## src/rtl/fdsel_pkg.sv

```systemverilog
package fdsel_pkg;
  localparam int CTRL_IRQ_EN_BIT = 0;
  localparam int CTRL_SIDE_BIT   = 2;
  localparam int CTRL_MOTOR_BIT  = 4;
  localparam int STAT_CHG_BIT    = 0;

  typedef enum logic [1:0] {
    REG_NONE = 2'd0,
    REG_CTRL = 2'd1,
    REG_DSEL = 2'd2,
    REG_STAT = 2'd3
  } fdsel_reg_e;
endpackage

```

## src/rtl/fdsel_decode.sv

```systemverilog
module fdsel_decode
  import fdsel_pkg::*;
#(
  parameter int ADDR_W    = 16,
  parameter logic [ADDR_W-1:0] ADDR_CTRL = 'h208,
  parameter logic [ADDR_W-1:0] ADDR_DSEL = 'h20C,
  parameter logic [ADDR_W-1:0] ADDR_STAT = 'h210
) (
  input  logic [ADDR_W-1:0] addr,
  output fdsel_reg_e        reg_sel
);
  always_comb begin
    if (addr == ADDR_CTRL)      reg_sel = REG_CTRL;
    else if (addr == ADDR_DSEL) reg_sel = REG_DSEL;
    else if (addr == ADDR_STAT) reg_sel = REG_STAT;
    else                        reg_sel = REG_NONE;
  end
endmodule

```

## src/rtl/fdsel_prio.sv

```systemverilog
module fdsel_prio #(
  parameter int N  = 4,
  parameter int IW = (N > 1) ? $clog2(N) : 1
) (
  input  logic [N-1:0]  mask,
  output logic          valid,
  output logic [IW-1:0] idx
);
  // descending scan so the lowest set bit is the last to assign
  always_comb begin
    valid = 1'b0;
    idx   = '0;
    for (int i = N - 1; i >= 0; i--) begin
      if (mask[i]) begin
        valid = 1'b1;
        idx   = IW'(i);
      end
    end
  end

  // chosen index is a set bit with no lower set bit
  always_comb begin
    if (valid) begin
      assert_pick_lowest_R4: assert (mask[idx] && ((mask & ((N'(1) << idx) - N'(1))) == '0));
    end
  end
endmodule

```

## src/rtl/fdsel_media.sv

```systemverilog
module fdsel_media #(
  parameter int N  = 4,
  parameter int IW = (N > 1) ? $clog2(N) : 1
) (
  input  logic          clk,
  input  logic          rst_n,
  input  logic [N-1:0]  ins,
  input  logic          load,
  input  logic [IW-1:0] load_idx,
  input  logic          clr,
  output logic          status
);
  logic [N-1:0] flag_q, flag_d;
  logic         stat_q, stat_d;

  generate
    for (genvar d = 0; d < N; d++) begin : g_drv
      always_comb begin
        flag_d[d] = flag_q[d];
        if (load && (load_idx == IW'(d))) flag_d[d] = 1'b0;
        if (ins[d])                       flag_d[d] = 1'b1;
      end

      always_ff @(posedge clk or negedge rst_n) begin
        if (!rst_n) flag_q[d] <= 1'b0;
        else        flag_q[d] <= flag_d[d];
      end

      assert_ins_sets_flag_R8: assert property (@(posedge clk) disable iff (!rst_n)
        ins[d] |=> flag_q[d]);
    end
  endgenerate

  always_comb begin
    stat_d = stat_q;
    if (load)     stat_d = flag_q[load_idx];
    else if (clr) stat_d = 1'b0;
  end

  always_ff @(posedge clk or negedge rst_n) begin
    if (!rst_n) stat_q <= 1'b0;
    else        stat_q <= stat_d;
  end

  assign status = stat_q;

  assert_stat_rise_on_switch_R7: assert property (@(posedge clk) disable iff (!rst_n)
    $rose(stat_q) |-> $past(load));
  assert_stat_clear_R9: assert property (@(posedge clk) disable iff (!rst_n)
    (clr && !load) |=> !stat_q);
endmodule

```

## src/rtl/fdsel_top.sv

```systemverilog
module fdsel_top
  import fdsel_pkg::*;
#(
  parameter int ADDR_W = 16,
  parameter int N_DRV  = 4,
  parameter logic [ADDR_W-1:0] ADDR_CTRL = 'h208,
  parameter logic [ADDR_W-1:0] ADDR_DSEL = 'h20C,
  parameter logic [ADDR_W-1:0] ADDR_STAT = 'h210,
  localparam int DRV_W = (N_DRV > 1) ? $clog2(N_DRV) : 1
) (
  input  logic              clk,
  input  logic              rst_n,
  input  logic              bus_wr,
  input  logic              bus_rd,
  input  logic [ADDR_W-1:0] bus_addr,
  input  logic [7:0]        bus_wdata,
  output logic [7:0]        bus_rdata,
  input  logic              fdc_irq_in,
  input  logic [N_DRV-1:0]  media_ins,
  output logic              motor_on,
  output logic              side_sel,
  output logic [DRV_W-1:0]  drv_num,
  output logic              drv_stb,
  output logic              irq_out
);
  fdsel_reg_e       reg_sel;
  logic [7:0]       ctrl_q, ctrl_d, dsel_q, dsel_d;
  logic [DRV_W-1:0] drv_q, drv_d;
  logic             stb_q, stb_d;
  logic             pick_valid, drv_change, stat_clr, status;
  logic [DRV_W-1:0] pick_idx;
  logic             wr_ctrl, wr_dsel, wr_stat;

  fdsel_decode #(
    .ADDR_W(ADDR_W), .ADDR_CTRL(ADDR_CTRL), .ADDR_DSEL(ADDR_DSEL), .ADDR_STAT(ADDR_STAT)
  ) i_decode (
    .addr(bus_addr), .reg_sel(reg_sel)
  );

  assign wr_ctrl = bus_wr && (reg_sel == REG_CTRL);
  assign wr_dsel = bus_wr && (reg_sel == REG_DSEL);
  assign wr_stat = bus_wr && (reg_sel == REG_STAT);

  fdsel_prio #(.N(N_DRV), .IW(DRV_W)) i_prio (
    .mask(bus_wdata[N_DRV-1:0]), .valid(pick_valid), .idx(pick_idx)
  );

  assign drv_change = wr_dsel && pick_valid && (pick_idx != drv_q);
  assign stat_clr   = wr_stat && bus_wdata[STAT_CHG_BIT];

  // next-state
  always_comb begin
    ctrl_d = ctrl_q;
    dsel_d = dsel_q;
    drv_d  = drv_q;
    stb_d  = 1'b0;
    if (wr_ctrl) ctrl_d = bus_wdata;
    if (wr_dsel) dsel_d = bus_wdata;
    if (drv_change) begin
      drv_d = pick_idx;
      stb_d = 1'b1;
    end
  end

  // registers
  always_ff @(posedge clk or negedge rst_n) begin
    if (!rst_n) begin
      ctrl_q <= '0;
      dsel_q <= '0;
      drv_q  <= '0;
      stb_q  <= 1'b0;
    end else begin
      ctrl_q <= ctrl_d;
      dsel_q <= dsel_d;
      drv_q  <= drv_d;
      stb_q  <= stb_d;
    end
  end

  fdsel_media #(.N(N_DRV), .IW(DRV_W)) i_media (
    .clk(clk), .rst_n(rst_n), .ins(media_ins),
    .load(drv_change), .load_idx(pick_idx), .clr(stat_clr), .status(status)
  );

  always_comb begin
    bus_rdata = '0;
    if (bus_rd) begin
      unique case (reg_sel)
        REG_CTRL: bus_rdata = ctrl_q;
        REG_DSEL: bus_rdata = dsel_q;
        REG_STAT: bus_rdata = {7'd0, status};
        default:  bus_rdata = '0;
      endcase
    end
  end

  assign motor_on = ctrl_q[CTRL_MOTOR_BIT];
  assign side_sel = ctrl_q[CTRL_SIDE_BIT];
  assign drv_num  = drv_q;
  assign drv_stb  = stb_q;
  assign irq_out  = fdc_irq_in & ctrl_q[CTRL_IRQ_EN_BIT];

  assert_irq_needs_req_R3: assert property (@(posedge clk) disable iff (!rst_n)
    irq_out |-> fdc_irq_in);
  assert_stb_on_change_R6: assert property (@(posedge clk) disable iff (!rst_n)
    drv_stb |-> (drv_num != $past(drv_num)));
  assert_change_has_stb_R6: assert property (@(posedge clk) disable iff (!rst_n)
    (drv_num != $past(drv_num)) |-> drv_stb);
  assert_zero_mask_keeps_R5: assert property (@(posedge clk) disable iff (!rst_n)
    (wr_dsel && bus_wdata[N_DRV-1:0] == '0) |=> $stable(drv_num));
endmodule

```

## config.mk

```make
export PLATFORM = sky130hd
export DESIGN_NAME = fdsel_top
export DESIGN_NICKNAME = d
export VERILOG_FILES = /design/src/rtl/fdsel_pkg.sv /design/src/rtl/fdsel_decode.sv /design/src/rtl/fdsel_prio.sv /design/src/rtl/fdsel_media.sv /design/src/rtl/fdsel_top.sv
export SDC_FILE = /design/constraint.sdc
export NUM_CORES = 1
export LEC_CHECK = 0
export BUFFER_PORTS_ARGS = -buffer_cell sky130_fd_sc_hd__buf_2
export CAP_MARGIN = 40
export CORE_ASPECT_RATIO = 1.4
export CORE_MARGIN = 4
export CORE_UTILIZATION = 40
export DETAILED_ROUTE_END_ITERATION = 10
export PLACE_DENSITY_LB_ADDON = 0.05
export RECOVER_POWER = 50
export SLEW_MARGIN = 0
export SYNTH_ARGS = -nofsm -noshare
export SYNTH_HDL_FRONTEND = slang
export SYNTH_SLANG_ARGS = --single-unit
export TNS_END_PERCENT = 50
```

## constraint.sdc

```tcl
create_clock -name clk -period 5.2 [get_ports clk]
set_clock_uncertainty 0.15 [all_clocks]
set_input_delay 0.26 -clock clk [delete_from_list [all_inputs] [get_ports clk]]
set_output_delay 0.26 -clock clk [all_outputs]
set_load 0.005 [all_outputs]
```

# Yosys cells after proc, flatten, opt, wreduce, memory -nomap -nowiden
# Cells that the tools add are included.
[word_totals]
in_bits = 33
register_bits = 24
[classes]
n_eq_ne = 10
bitwise = 1
muxes = 26
n_lt_le_gt_ge = 1
n_reduce_logical = 16
[ops]
columns = ["operator", "count"]
rows = [
  ["equality test 16 x 10 -> 1 bit (second input constant)", 3],
  ["case mux 8 bit (3 select lines)", 1],
  ["2-to-1 mux 1 bit", 16],
  ["2-to-1 mux 2 bit", 7],
  ["logical AND 1 bit", 10],
  ["nonzero test 2 bit", 5],
  ["equality test 2 bit (second input constant)", 4],
  ["2-to-1 mux 8 bit", 1],
  ["equality test 2 x 1 -> 1 bit (second input constant)", 2],
  ["less-than comparator 2 x 3 -> 1 bit (second input constant)", 1],
  ["binary-select mux 1 bit (select 2 bit)", 1],
  ["zero test 2 bit", 1],
  ["!= test 2 bit", 1],
  ["bitwise AND 1 bit", 1],
]

# Depth between registers and ports, before layout
# Gate-level depths: netlist of run 1.
[logic_depth]
depth_word = 11
ltp_mapped = 7
ltp_nobuf = 5

# Hierarchy
# Synthesis of run 1 repeated with hierarchy kept, for this count alone.
[unflattened]
cells_unflattened = 108
area_unflattened_um2 = 1277.5
[by_module_without_submodules]
columns = ["module", "area_per_inst_um2", "cells_each", "instances"]
rows = [
  ["fdsel_top", 942.2, 74, 1],
  ["fdsel_media", 219.0, 16, 1],
  ["fdsel_decode", 81.3, 11, 1],
  ["fdsel_prio", 35.0, 7, 1],
]

# Least setup slack after synthesis of run 1
# No wires, ideal clock.
[synth_timing]
path_kind = "input to register"
startpoint = "input bus_addr[13]"
endpoint = "register ctrl_q[0]"
setup_ps = 125
setup_slack_ps = 3107
path_buffers = 1
path_stages = 6
required_time_ps = 4925
arrival_time_ps = 1818
path_cell_list = "or4_4 -> nor4b_4 -> and3b_1 -> buf_6 -> nand2_8 -> mux2_4"
[synth_between]
elab_chain_len = 6
word_cells_on_any_way = 8
classes_between = "4 x eq/ne; 3 x mux; 1 x reduce/logical"
[synth_rtl]
columns = ["element", "line", "rtl"]
rows = [
  ["from (decl)", "fdsel_top.sv:15", "input logic [ADDR_W-1:0] bus_addr,"],
  ["equality test 16 x 10 -> 1 bit", "fdsel_decode.sv:15", "else if (addr == ADDR_STAT) reg_sel = REG_STAT;"],
  ["2-to-1 mux 2 bit", "fdsel_decode.sv:15", ""],
  ["2-to-1 mux 2 bit", "fdsel_decode.sv:14", "else if (addr == ADDR_DSEL) reg_sel = REG_DSEL;"],
  ["2-to-1 mux 2 bit *", "fdsel_decode.sv:13", "if (addr == ADDR_CTRL) reg_sel = REG_CTRL;"],
  ["equality test 2 x 1 -> 1 bit *", "fdsel_top.sv:40", "assign wr_ctrl = bus_wr && (reg_sel == REG_CTRL);"],
  ["logical AND 1 bit *", "fdsel_top.sv:40", ""],
  ["to (signal assigned)", "fdsel_top.sv:73", "ctrl_q <= ctrl_d;"],
  ["to (decl)", "fdsel_top.sv:27", "logic [7:0] ctrl_q, ctrl_d, dsel_q, dsel_d;"],
]
# Mark *: on every way between the ends. The rest lies on a longest branch, timed or not.
# A chain may end at the register's enable or synchronous reset.

# Final worst setup path of run 1
[layout_timing]
startpoint = "input bus_addr[13]"
endpoint = "output bus_rdata[0]"
[layout_between]
elab_chain_len = 7
word_cells_on_any_way = 11
classes_between = "6 x eq/ne; 5 x mux"
[layout_rtl]
columns = ["element", "line", "rtl"]
rows = [
  ["equality test 16 x 10 -> 1 bit", "fdsel_decode.sv:15", ""],
  ["2-to-1 mux 2 bit", "fdsel_decode.sv:15", ""],
  ["2-to-1 mux 2 bit", "fdsel_decode.sv:14", ""],
  ["2-to-1 mux 2 bit *", "fdsel_decode.sv:13", ""],
  ["equality test 2 bit or equality test 2 x 1 -> 1 bit (tied branches)", "fdsel_top.sv:88", "unique case (reg_sel)"],
  ["case mux 8 bit (3 select lines) *", "fdsel_top.sv:88", ""],
  ["2-to-1 mux 8 bit *", "fdsel_top.sv:87", "if (bus_rd) begin"],
  ["to (decl)", "fdsel_top.sv:17", "output logic [7:0] bus_rdata,"],
]
# Marks and branches as above.

==> impl_results.html, run 1 <==
<table>
<tr><th>Metric</th><th>Value</th></tr>
<tr><th colspan="2">GRT</th></tr>
<tr><td>Number of antenna violations at the first check in global routing</td><td>0</td></tr>
<tr><td>Number of global-route vias before repair</td><td>1176</td></tr>
<tr><td>Overflow left after global routing</td><td>0</td></tr>
<tr><td>Overall global routing resource usage</td><td>0.150</td></tr>
<tr><td>Global-route wire length before repair</td><td>5370 um</td></tr>
<tr><td>Largest net degree at the start of global routing</td><td>25</td></tr>
<tr><th colspan="2">Synth</th></tr>
<tr><td>Dominant cell type by area after synthesis</td><td>sky130_fd_sc_hd__dfrtp_1</td></tr>
<tr><td>Number of enable-type register cells in the synthesized netlist</td><td>0</td></tr>
<tr><td>Yosys warning total</td><td>0</td></tr>
<tr><td>Count of different cell masters after synthesis</td><td>43</td></tr>
<tr><td>Share of the synthesized area in the top cell type</td><td>0.439</td></tr>
<tr><td>Most numerous cell in the Yosys netlist</td><td>sky130_fd_sc_hd__dfrtp_1</td></tr>
<tr><td>Synthesized instance count</td><td>118</td></tr>
<tr><td>Register area share after synthesis</td><td>0.439</td></tr>
<tr><td>Flops &amp; latches, synth</td><td>24</td></tr>
<tr><td>Top area cells in the synthesized netlist</td><td>sky130_fd_sc_hd__dfrtp_1 (44%), sky130_fd_sc_hd__mux2_4 (13%), sky130_fd_sc_hd__nor2b_1 (4.6%)</td></tr>
<tr><td>Synthesized area divided by synthesized cell count</td><td>11.6 um^2</td></tr>
<tr><td>Synthesized netlist net count</td><td>151</td></tr>
<tr><td>Share of synthesized registers carrying an async set or reset</td><td>1.00</td></tr>
<tr><td>Leading post-synthesis cells by instance count</td><td>sky130_fd_sc_hd__dfrtp_1 (24), sky130_fd_sc_hd__mux2_4 (12), sky130_fd_sc_hd__nor2b_1 (10)</td></tr>
<tr><td>Total standard cell area after synthesis</td><td>1370 um^2</td></tr>
<tr><td>Top FF cell, synth</td><td>sky130_fd_sc_hd__dfrtp_1</td></tr>
<tr><th colspan="2">Drt</th></tr>
<tr><td>Uppermost metal layer occupied by signal nets</td><td>met4</td></tr>
<tr><td>Detailed-routed wire length on met2</td><td>1660 um</td></tr>
<tr><td>Via density per instance</td><td>5.45</td></tr>
<tr><td>Via count</td><td>1111</td></tr>
<tr><td>Number of design-rule violations left by the first detailed-router iteration</td><td>43</td></tr>
<tr><td>ANT nets after route</td><td>0</td></tr>
<tr><td>Routed metal-1 wirelength</td><td>1300 um</td></tr>
<tr><td>Routed length on met3</td><td>158 um</td></tr>
<tr><td>Number of design rule violations left after detail routing</td><td>0</td></tr>
<tr><td>Routed wire per std cell</td><td>15.4 um</td></tr>
<tr><td>Routed wire length</td><td>3150 um</td></tr>
<tr><td>Pre-antenna DRT Iters</td><td>5</td></tr>
<tr><th colspan="2">Final layout</th></tr>
<tr><td>Area growth syn-to-layout</td><td>22.1%</td></tr>
<tr><td>Final core utilization</td><td>0.520</td></tr>
<tr><td>Number of nets in the layout</td><td>199</td></tr>
<tr><td>Total inserted antenna cells</td><td>0</td></tr>
<tr><td>Final instance area</td><td>1670 um^2</td></tr>
<tr><td>Share of final-layout standard cells stronger than drive strength 1</td><td>0.412</td></tr>
<tr><th colspan="2">Timing</th></tr>
<tr><td>Post-layout min period</td><td>2.59 ns</td></tr>
<tr><td>Setup Total Neg Slack</td><td>0 ns</td></tr>
<tr><td>Final max-slew violation count</td><td>0</td></tr>
<tr><td>Finish-stage setup viols</td><td>0</td></tr>
<tr><td>Fmax achieved</td><td>386 MHz</td></tr>
<tr><td>Hold Vio Cnt, Final</td><td>0</td></tr>
<tr><td>Fin crit share</td><td>0.498</td></tr>
<tr><td>Worst slew slack as a fraction of its limit</td><td>0.115</td></tr>
<tr><td>Least-Margin Pin Slew</td><td>1.33 ns</td></tr>
<tr><td>Unrepaired setup endpoints after global routing</td><td>false</td></tr>
<tr><th colspan="2">Floorplanning</th></tr>
<tr><td>Count of standard-cell rows</td><td>24</td></tr>
<tr><td>X dimension of the die</td><td>57.4 um</td></tr>
<tr><td>Die footprint</td><td>4430 um^2</td></tr>
<tr><td>Height of the chip</td><td>77.2 um</td></tr>
<tr><td>Effective utilization at floorplan</td><td>0.426</td></tr>
<tr><td>Core ar.</td><td>3210 um^2</td></tr>
<tr><td># IOs</td><td>47</td></tr>
<tr><th colspan="2">Clock network</th></tr>
<tr><td>Clock root buffer</td><td>sky130_fd_sc_hd__clkbuf_8</td></tr>
<tr><td>Worst-case clock buffer depth</td><td>2</td></tr>
<tr><td>Clock transition time at the flip-flop clock pins of the worst setup and hold paths</td><td>0.08 ns</td></tr>
<tr><td>CTS tree</td><td>yes</td></tr>
<tr><td>Clock buffer count from CTS</td><td>3</td></tr>
<tr><td>Total clock sinks</td><td>24</td></tr>
<tr><td>Latest clock arrival within the worst-skew pair</td><td>0.26 ns</td></tr>
<tr><td>Total number of H-tree levels</td><td>1</td></tr>
<tr><td>Number of setup buffers added after CTS</td><td>0</td></tr>
<tr><th colspan="2">Critical path</th></tr>
<tr><td>Crit Path Class</td><td>input port to output port</td></tr>
<tr><td>FF-to-FF path depth</td><td>5</td></tr>
<tr><td>WP data arrival</td><td>2.18 ns</td></tr>
<tr><td>Crit path max fanout</td><td>9</td></tr>
<tr><td>Kind of end point of the critical path</td><td>output port</td></tr>
<tr><td>Element type at the critical path start</td><td>input port</td></tr>
<tr><td>Worst Path Required</td><td>4.79 ns</td></tr>
<tr><th colspan="2">Run</th></tr>
<tr><td>Max capacitance violation total</td><td>0</td></tr>
<tr><th colspan="2">Placed design</th></tr>
<tr><td>Final estimated routing congestion in global placement</td><td>0.836</td></tr>
<tr><td>IO Port Bufs</td><td>46</td></tr>
<tr><td>Half-perimeter wire length after detailed placement</td><td>2370 um</td></tr>
<tr><td>Area post-placement</td><td>1620 um^2</td></tr>
<tr><th colspan="2">Min path</th></tr>
<tr><td>Cells on Worst Hold Path</td><td>2</td></tr>
<tr><td>Class of the tightest hold or removal check</td><td>input port to register</td></tr>
<tr><th colspan="2">Pwr</th></tr>
<tr><td>Total power after layout</td><td>345 uW</td></tr>
<tr><td>Total power per unit cell area</td><td>206 nW/um^2</td></tr>
<tr><td>Worst IR Drop VDD</td><td>0.0000983 V</td></tr>
<tr><td>Leakage power of the design</td><td>0.000814 uW</td></tr>
<tr><th colspan="2">Status</th></tr>
<tr><td>Status</td><td>completed</td></tr>
</table>
## registers in the layout (all words and copies together), names as in the netlist
register,cells
ctrl_q,8
dsel_q,8
i_media.flag_q,4
drv_num,2
drv_stb,1
i_media.status,1
## timing repair
action | 4_1_cts | 5_1_grt
hold endpoints to repair | 24 | 0
resized for setup | 0 | 0
hold buffers | 1 | 0
## per-stage QoR
step | hold WS [ns] | worst slack [ns] | instances
after global routing | 0.0238 | 2.43 | 204
after floorplan | -0.186 | 3.11 | 118
after global placement | 0.121 | 2.64 | 199
after CTS | 0.0157 | 2.58 | 204
after detailed placement | 0.127 | 2.57 | 199
final | 0.0214 | 2.61 | 204
## layout by cell type, fill, tap and decap left out, types with 2 or more instances in the layout
master,count
sky130_fd_sc_hd__clkbuf_8,4
sky130_fd_sc_hd__nor2_1,3
sky130_fd_sc_hd__buf_2,41
sky130_fd_sc_hd__dfrtp_1,24
sky130_fd_sc_hd__a22oi_1,7
sky130_fd_sc_hd__and3b_1,2
sky130_fd_sc_hd__nor3b_1,2
sky130_fd_sc_hd__o21ai_1,3
sky130_fd_sc_hd__mux2_4,12
sky130_fd_sc_hd__clkbuf_1,5
sky130_fd_sc_hd__nand2_1,8
sky130_fd_sc_hd__a31oi_1,2
sky130_fd_sc_hd__a21oi_1,3
sky130_fd_sc_hd__a21o_1,4
sky130_fd_sc_hd__or2_2,2
sky130_fd_sc_hd__nand4_1,2
sky130_fd_sc_hd__nor2b_1,10
sky130_fd_sc_hd__inv_1,4
sky130_fd_sc_hd__nand3_1,2
## power by group
part / total (uW) / internal, uW / switching, uW
clock network: 125 / 67.5 / 57.9
registers: 187 / 186 / 0.0308
logic: 32.7 / 15.0 / 17.8
## cell families (layout without fill, tap and decap cells)
kind of cell / Yosys count / count (layout) / synth area share
and+or+nand+nor: 45 / 45 / 0.239
DFF: 24 / 24 / 0.439
buffers and inverters: 9 / 56 / 0.0384
AOI/OAI and AO/OA: 26 / 26 / 0.136
muxes: 14 / 14 / 0.147
## worst max-delay path: stages
cell	delay [ns]
sky130_fd_sc_hd__buf_2	0.10
sky130_fd_sc_hd__or4_4	0.55
sky130_fd_sc_hd__nor4b_4	0.33
sky130_fd_sc_hd__and3b_1	0.51
sky130_fd_sc_hd__nand2_1	0.11
sky130_fd_sc_hd__a21boi_1	0.18
sky130_fd_sc_hd__buf_2	0.14
## final timing paths
path                                          startpoint                       endpoint  slack [ns]
setup / recovery                            bus_addr[13]                   bus_rdata[0]        2.61
hold / removal                              media_ins[3]  i_media.flag_q[3]$_DFFE_PN0P_        0.02
setup reg to reg                  drv_num[0]$_DFFE_PN0P_  i_media.flag_q[3]$_DFFE_PN0P_        3.18
hold reg to reg            i_media.flag_q[3]$_DFFE_PN0P_  i_media.flag_q[3]$_DFFE_PN0P_        0.33
max in group asynchronous                          rst_n  i_media.flag_q[2]$_DFFE_PN0P_        3.46
min in group asynchronous                          rst_n          ctrl_q[7]$_DFFE_PN0P_        0.67
## area by class of cell
class	count	area [um^2]
inverters	4	15.0
flip-flops and latches	24	601
multi-input cells	85	709
repair buffers	48	241
well taps	39	48.8
clock buffers	4	55.1
fillers	315	1540
## routing by layer
| metal | vias up | global-route usage |
|---|---|---|
| li1 | 527 | - |
| met1 | 544 | 0.179 |
| met2 | 34 | 0.269 |
| met3 | 6 | 0.0218 |
| met4 | 0 | 0.0441 |
| met5 | - | 0 |
No activity file was read; power rests on OpenSTA's default activity.
==> run 2, diff against run 1 <==
==> constraint.sdc (replaced) <==
create_clock -name clk -period 2.5 [get_ports clk]
set_clock_uncertainty 0.15 [all_clocks]
set_input_delay 0.125 -clock clk [delete_from_list [all_inputs] [get_ports clk]]
set_output_delay 0.125 -clock clk [all_outputs]
set_load 0.005 [all_outputs]
==> impl_results.html, run 2 (synthesis gave the netlist of run 1 again) <==
<table>
<tr><th>Metric</th><th>Value</th></tr>
<tr><th colspan="2">Status</th></tr>
<tr><td>Status</td><td>completed</td></tr>
<tr><th colspan="2">Timing</th></tr>
<tr><td>Worst slew slack as a fraction of its limit</td><td>0.130 (+0.0146)</td></tr>
<tr><td>Fmax achieved</td><td>468 MHz</td></tr>
<tr><td>Setup Total Neg Slack</td><td>0 ns (unchanged)</td></tr>
<tr><td>Post-layout min period</td><td>2.14 ns</td></tr>
<tr><td>Hold Vio Cnt, Final</td><td>0 (unchanged)</td></tr>
<tr><td>Setup WS post-layout</td><td>0.361 ns (-2.25 ns)</td></tr>
<tr><td>Finish-stage setup viols</td><td>0 (unchanged)</td></tr>
<tr><td>Unrepaired setup endpoints after global routing</td><td>false</td></tr>
<tr><td>Least-Margin Pin Slew</td><td>1.31 ns (-0.0219 ns)</td></tr>
<tr><td>Final max-slew violation count</td><td>0 (unchanged)</td></tr>
<tr><td>Fin crit share</td><td>0.855</td></tr>
<tr><th colspan="2">Critical path</th></tr>
<tr><td>Crit path largest cell delay</td><td>0.55 ns (about the same)</td></tr>
<tr><td>Critical-path cell with the highest stage delay</td><td>sky130_fd_sc_hd__or4_4</td></tr>
<tr><td>Worst R2R Start</td><td>drv_num[0]$_DFFE_PN0P_</td></tr>
<tr><td>Worst Path Required</td><td>2.23 ns (-2.56 ns)</td></tr>
<tr><td>Chain of cells forming the critical path</td><td>buf_2 &gt; or4_4 &gt; nor4_2 &gt; buf_4 &gt; a22oi_1 &gt; nor2b_1 &gt; buf_2</td></tr>
<tr><td>Most frequent CP cell</td><td>sky130_fd_sc_hd__buf_2</td></tr>
<tr><td>Kind of end point of the critical path</td><td>output port</td></tr>
<tr><td>Element type at the critical path start</td><td>input port</td></tr>
<tr><td>Crit path max fanout</td><td>6 (-3)</td></tr>
<tr><td>First element of the critical path</td><td>bus_addr[13]</td></tr>
<tr><td>WP data arrival</td><td>1.86 ns (-0.32 ns)</td></tr>
<tr><td>Crit Path Class</td><td>input port to output port</td></tr>
<tr><th colspan="2">Drt</th></tr>
<tr><td>Routed wire per std cell</td><td>14.6 um (-5.3%)</td></tr>
<tr><td>Via count</td><td>1125 (+1.3%)</td></tr>
<tr><td>Pre-antenna DRT Iters</td><td>4 (-1)</td></tr>
<tr><td>Number of design rule violations left after detail routing</td><td>0 (unchanged)</td></tr>
<tr><td>Via density per instance</td><td>5.26 (-3.5%)</td></tr>
<tr><td>ANT nets after route</td><td>0 (unchanged)</td></tr>
<tr><td>Routed wire length</td><td>3130 um (-0.64%)</td></tr>
<tr><td>Number of design-rule violations left by the first detailed-router iteration</td><td>30 (-30%)</td></tr>
<tr><th colspan="2">Clock network</th></tr>
<tr><td>Latest clock arrival within the worst-skew pair</td><td>0.26 ns (about the same)</td></tr>
<tr><td>CTS tree</td><td>yes</td></tr>
<tr><td>Number of instances resized during post-cts repair</td><td>0 (unchanged)</td></tr>
<tr><td>Clock root buffer</td><td>sky130_fd_sc_hd__clkbuf_8</td></tr>
<tr><td>Total number of H-tree levels</td><td>1 (unchanged)</td></tr>
<tr><td>Total clock sinks</td><td>24 (unchanged)</td></tr>
<tr><td>Worst-case clock buffer depth</td><td>2 (unchanged)</td></tr>
<tr><td>Clock buffer count from CTS</td><td>3 (unchanged)</td></tr>
<tr><td>Clock transition time at the flip-flop clock pins of the worst setup and hold paths</td><td>0.09 ns (about the same)</td></tr>
<tr><td>Number of setup buffers added after CTS</td><td>0 (unchanged)</td></tr>
<tr><th colspan="2">Floorplanning</th></tr>
<tr><td>Count of standard-cell rows</td><td>24 (unchanged)</td></tr>
<tr><td>Die footprint</td><td>4430 um^2 (unchanged)</td></tr>
<tr><td>Height of the chip</td><td>77.2 um (unchanged)</td></tr>
<tr><td>Core ar.</td><td>3210 um^2 (unchanged)</td></tr>
<tr><td>X dimension of the die</td><td>57.4 um (unchanged)</td></tr>
<tr><td>Effective utilization at floorplan</td><td>0.426 (unchanged)</td></tr>
<tr><td># IOs</td><td>47 (unchanged)</td></tr>
<tr><th colspan="2">Placed design</th></tr>
<tr><td>Place WS</td><td>0.152 ns (-2.42 ns)</td></tr>
<tr><td>IO Port Bufs</td><td>46 (unchanged)</td></tr>
<tr><td>Half-perimeter wire length after detailed placement</td><td>2410 um (+1.9%)</td></tr>
<tr><td>Final estimated routing congestion in global placement</td><td>0.829 (-0.75%)</td></tr>
<tr><th colspan="2">GRT</th></tr>
<tr><td>Global routing met1 resource utilization</td><td>0.201 (+0.0229)</td></tr>
<tr><td>Largest net degree at the start of global routing</td><td>25 (unchanged)</td></tr>
<tr><td>Overall global routing resource usage</td><td>0.155 (+0.00566)</td></tr>
<tr><td>Overflow left after global routing</td><td>0 (unchanged)</td></tr>
<tr><td>Number of antenna violations at the first check in global routing</td><td>0 (unchanged)</td></tr>
<tr><td>Peak-usage layer in the global routing report</td><td>met2</td></tr>
<tr><td>Global-route wire length before repair</td><td>5530 um (+2.9%)</td></tr>
<tr><td>Number of global-route vias before repair</td><td>1205 (+2.5%)</td></tr>
<tr><td>Met3 Use GR</td><td>0.0252 (+0.00336)</td></tr>
<tr><td>Met2 routing resource usage after global routing</td><td>0.255 (-0.0147)</td></tr>
<tr><th colspan="2">Min path</th></tr>
<tr><td>Startpoint of the lowest-slack hold path</td><td>bus_wdata[2]</td></tr>
<tr><td>Class of the tightest hold or removal check</td><td>input port to register</td></tr>
<tr><th colspan="2">Final layout</th></tr>
<tr><td>Most frequent standard cell in the layout excluding fill and tap cells</td><td>sky130_fd_sc_hd__buf_2</td></tr>
<tr><td>Area growth syn-to-layout</td><td>29.6%</td></tr>
<tr><td>Share of final-layout standard cells stronger than drive strength 1</td><td>0.411 (-0.000693)</td></tr>
<tr><td>Total inserted antenna cells</td><td>0 (unchanged)</td></tr>
<tr><td># fillers</td><td>300 (-4.8%)</td></tr>
<tr><td>Top Registers</td><td>ctrl_q: 8 flops, dsel_q: 8 flops, i_media.flag_q: 4 flops</td></tr>
<tr><td>Number of nets in the layout</td><td>209 (+5.0%)</td></tr>
<tr><td>Multi-input gate area in the final layout</td><td>714 um^2 (+0.71%)</td></tr>
<tr><td>Top library cells by usage in the layout, fill and taps aside</td><td>sky130_fd_sc_hd__buf_2 (42), sky130_fd_sc_hd__dfrtp_1 (24), sky130_fd_sc_hd__mux2_4 (12)</td></tr>
<tr><td>Sequential cell area</td><td>601 um^2 (unchanged)</td></tr>
<tr><th colspan="2">Pwr</th></tr>
<tr><td>Leakage power of the design</td><td>0.000864 uW (+6.2%)</td></tr>
<tr><td>Worst IR Drop VDD</td><td>0.000271 V (+180%)</td></tr>
<tr><td>Total power per unit cell area</td><td>413 nW/um^2 (+100%)</td></tr>
<tr><th colspan="2">Run</th></tr>
<tr><td>Max capacitance violation total</td><td>0 (unchanged)</td></tr>
</table>
-- run 2: timing repair --
item                       in CTS  in global routing
setup endpoints to repair       0                  0
hold endpoints to repair       36                  0
hold buffers                    9                  0
-- run 2: critical path, delay by kind of cell --
| family | cells | cell delay, ns |
|---|---|---|
| AOI/OAI and AO/OA | 1 | 0.09 |
| and+or+nand+nor | 3 | 1.18 |
| buffers and inverters | 3 | 0.46 |
-- run 2: final timing paths --
kind | end | slack (ns) | depth (start not counted)
setup / recovery | bus_rdata[3] | 0.36 | 7
setup reg to reg | i_media.flag_q[3]$_DFFE_PN0P_ | 0.48 | 5
hold / removal | ctrl_q[2]$_DFFE_PN0P_ | 0.04 | 2
max in group asynchronous | drv_stb$_DFF_PN0_ | 0.92 | 2
hold reg to reg | i_media.flag_q[1]$_DFFE_PN0P_ | 0.33 | 1
min in group asynchronous | ctrl_q[7]$_DFFE_PN0P_ | 0.52 | 2
-- run 2: stage by stage --
| step | utilization | power, uW | hold slack, ns | cells | area, um^2 |
|---|---|---|---|---|---|
| 6_report | 0.551 | 731 | 0.0395 | 214 | 1770 |
| 3_3_place_gp | 0.508 | 462 | -0.00949 | 201 | 1630 |
| 5_1_grt | 0.551 | 766 | 0.0513 | 214 | 1770 |
| 3_5_place_dp | 0.508 | 464 | -0.00437 | 201 | 1630 |
| 4_1_cts | 0.553 | 738 | 0.0321 | 214 | 1780 |
| 2_1_floorplan | - | 420 | -0.321 | 118 | 1370 |
-- run 2: layout make-up --
type / instances / area share
Clock buffer: 4 / 0.0311
Timing Repair Buffer: 58 / 0.191
Multi-Input combinational cell: 85 / 0.403
Inverter: 4 / 0.00847
Sequential cell: 24 / 0.339
Tap cell: 39 / 0.0275
-- run 2: routing by layer --
metal	wire length, um	up-vias	part of all wire
li1	-	556	-
met1	1330	537	0.42
met2	1620	28	0.52
met3	139	4	0.044
met4	40	0	0.013
met5	0	-	0
-- run 2: power by group --
part | internal (uW) | switching, uW
clock | 141 | 125
sequential | 388 | 0.0669
combinational | 39.3 | 38.1
total | 568 | 163
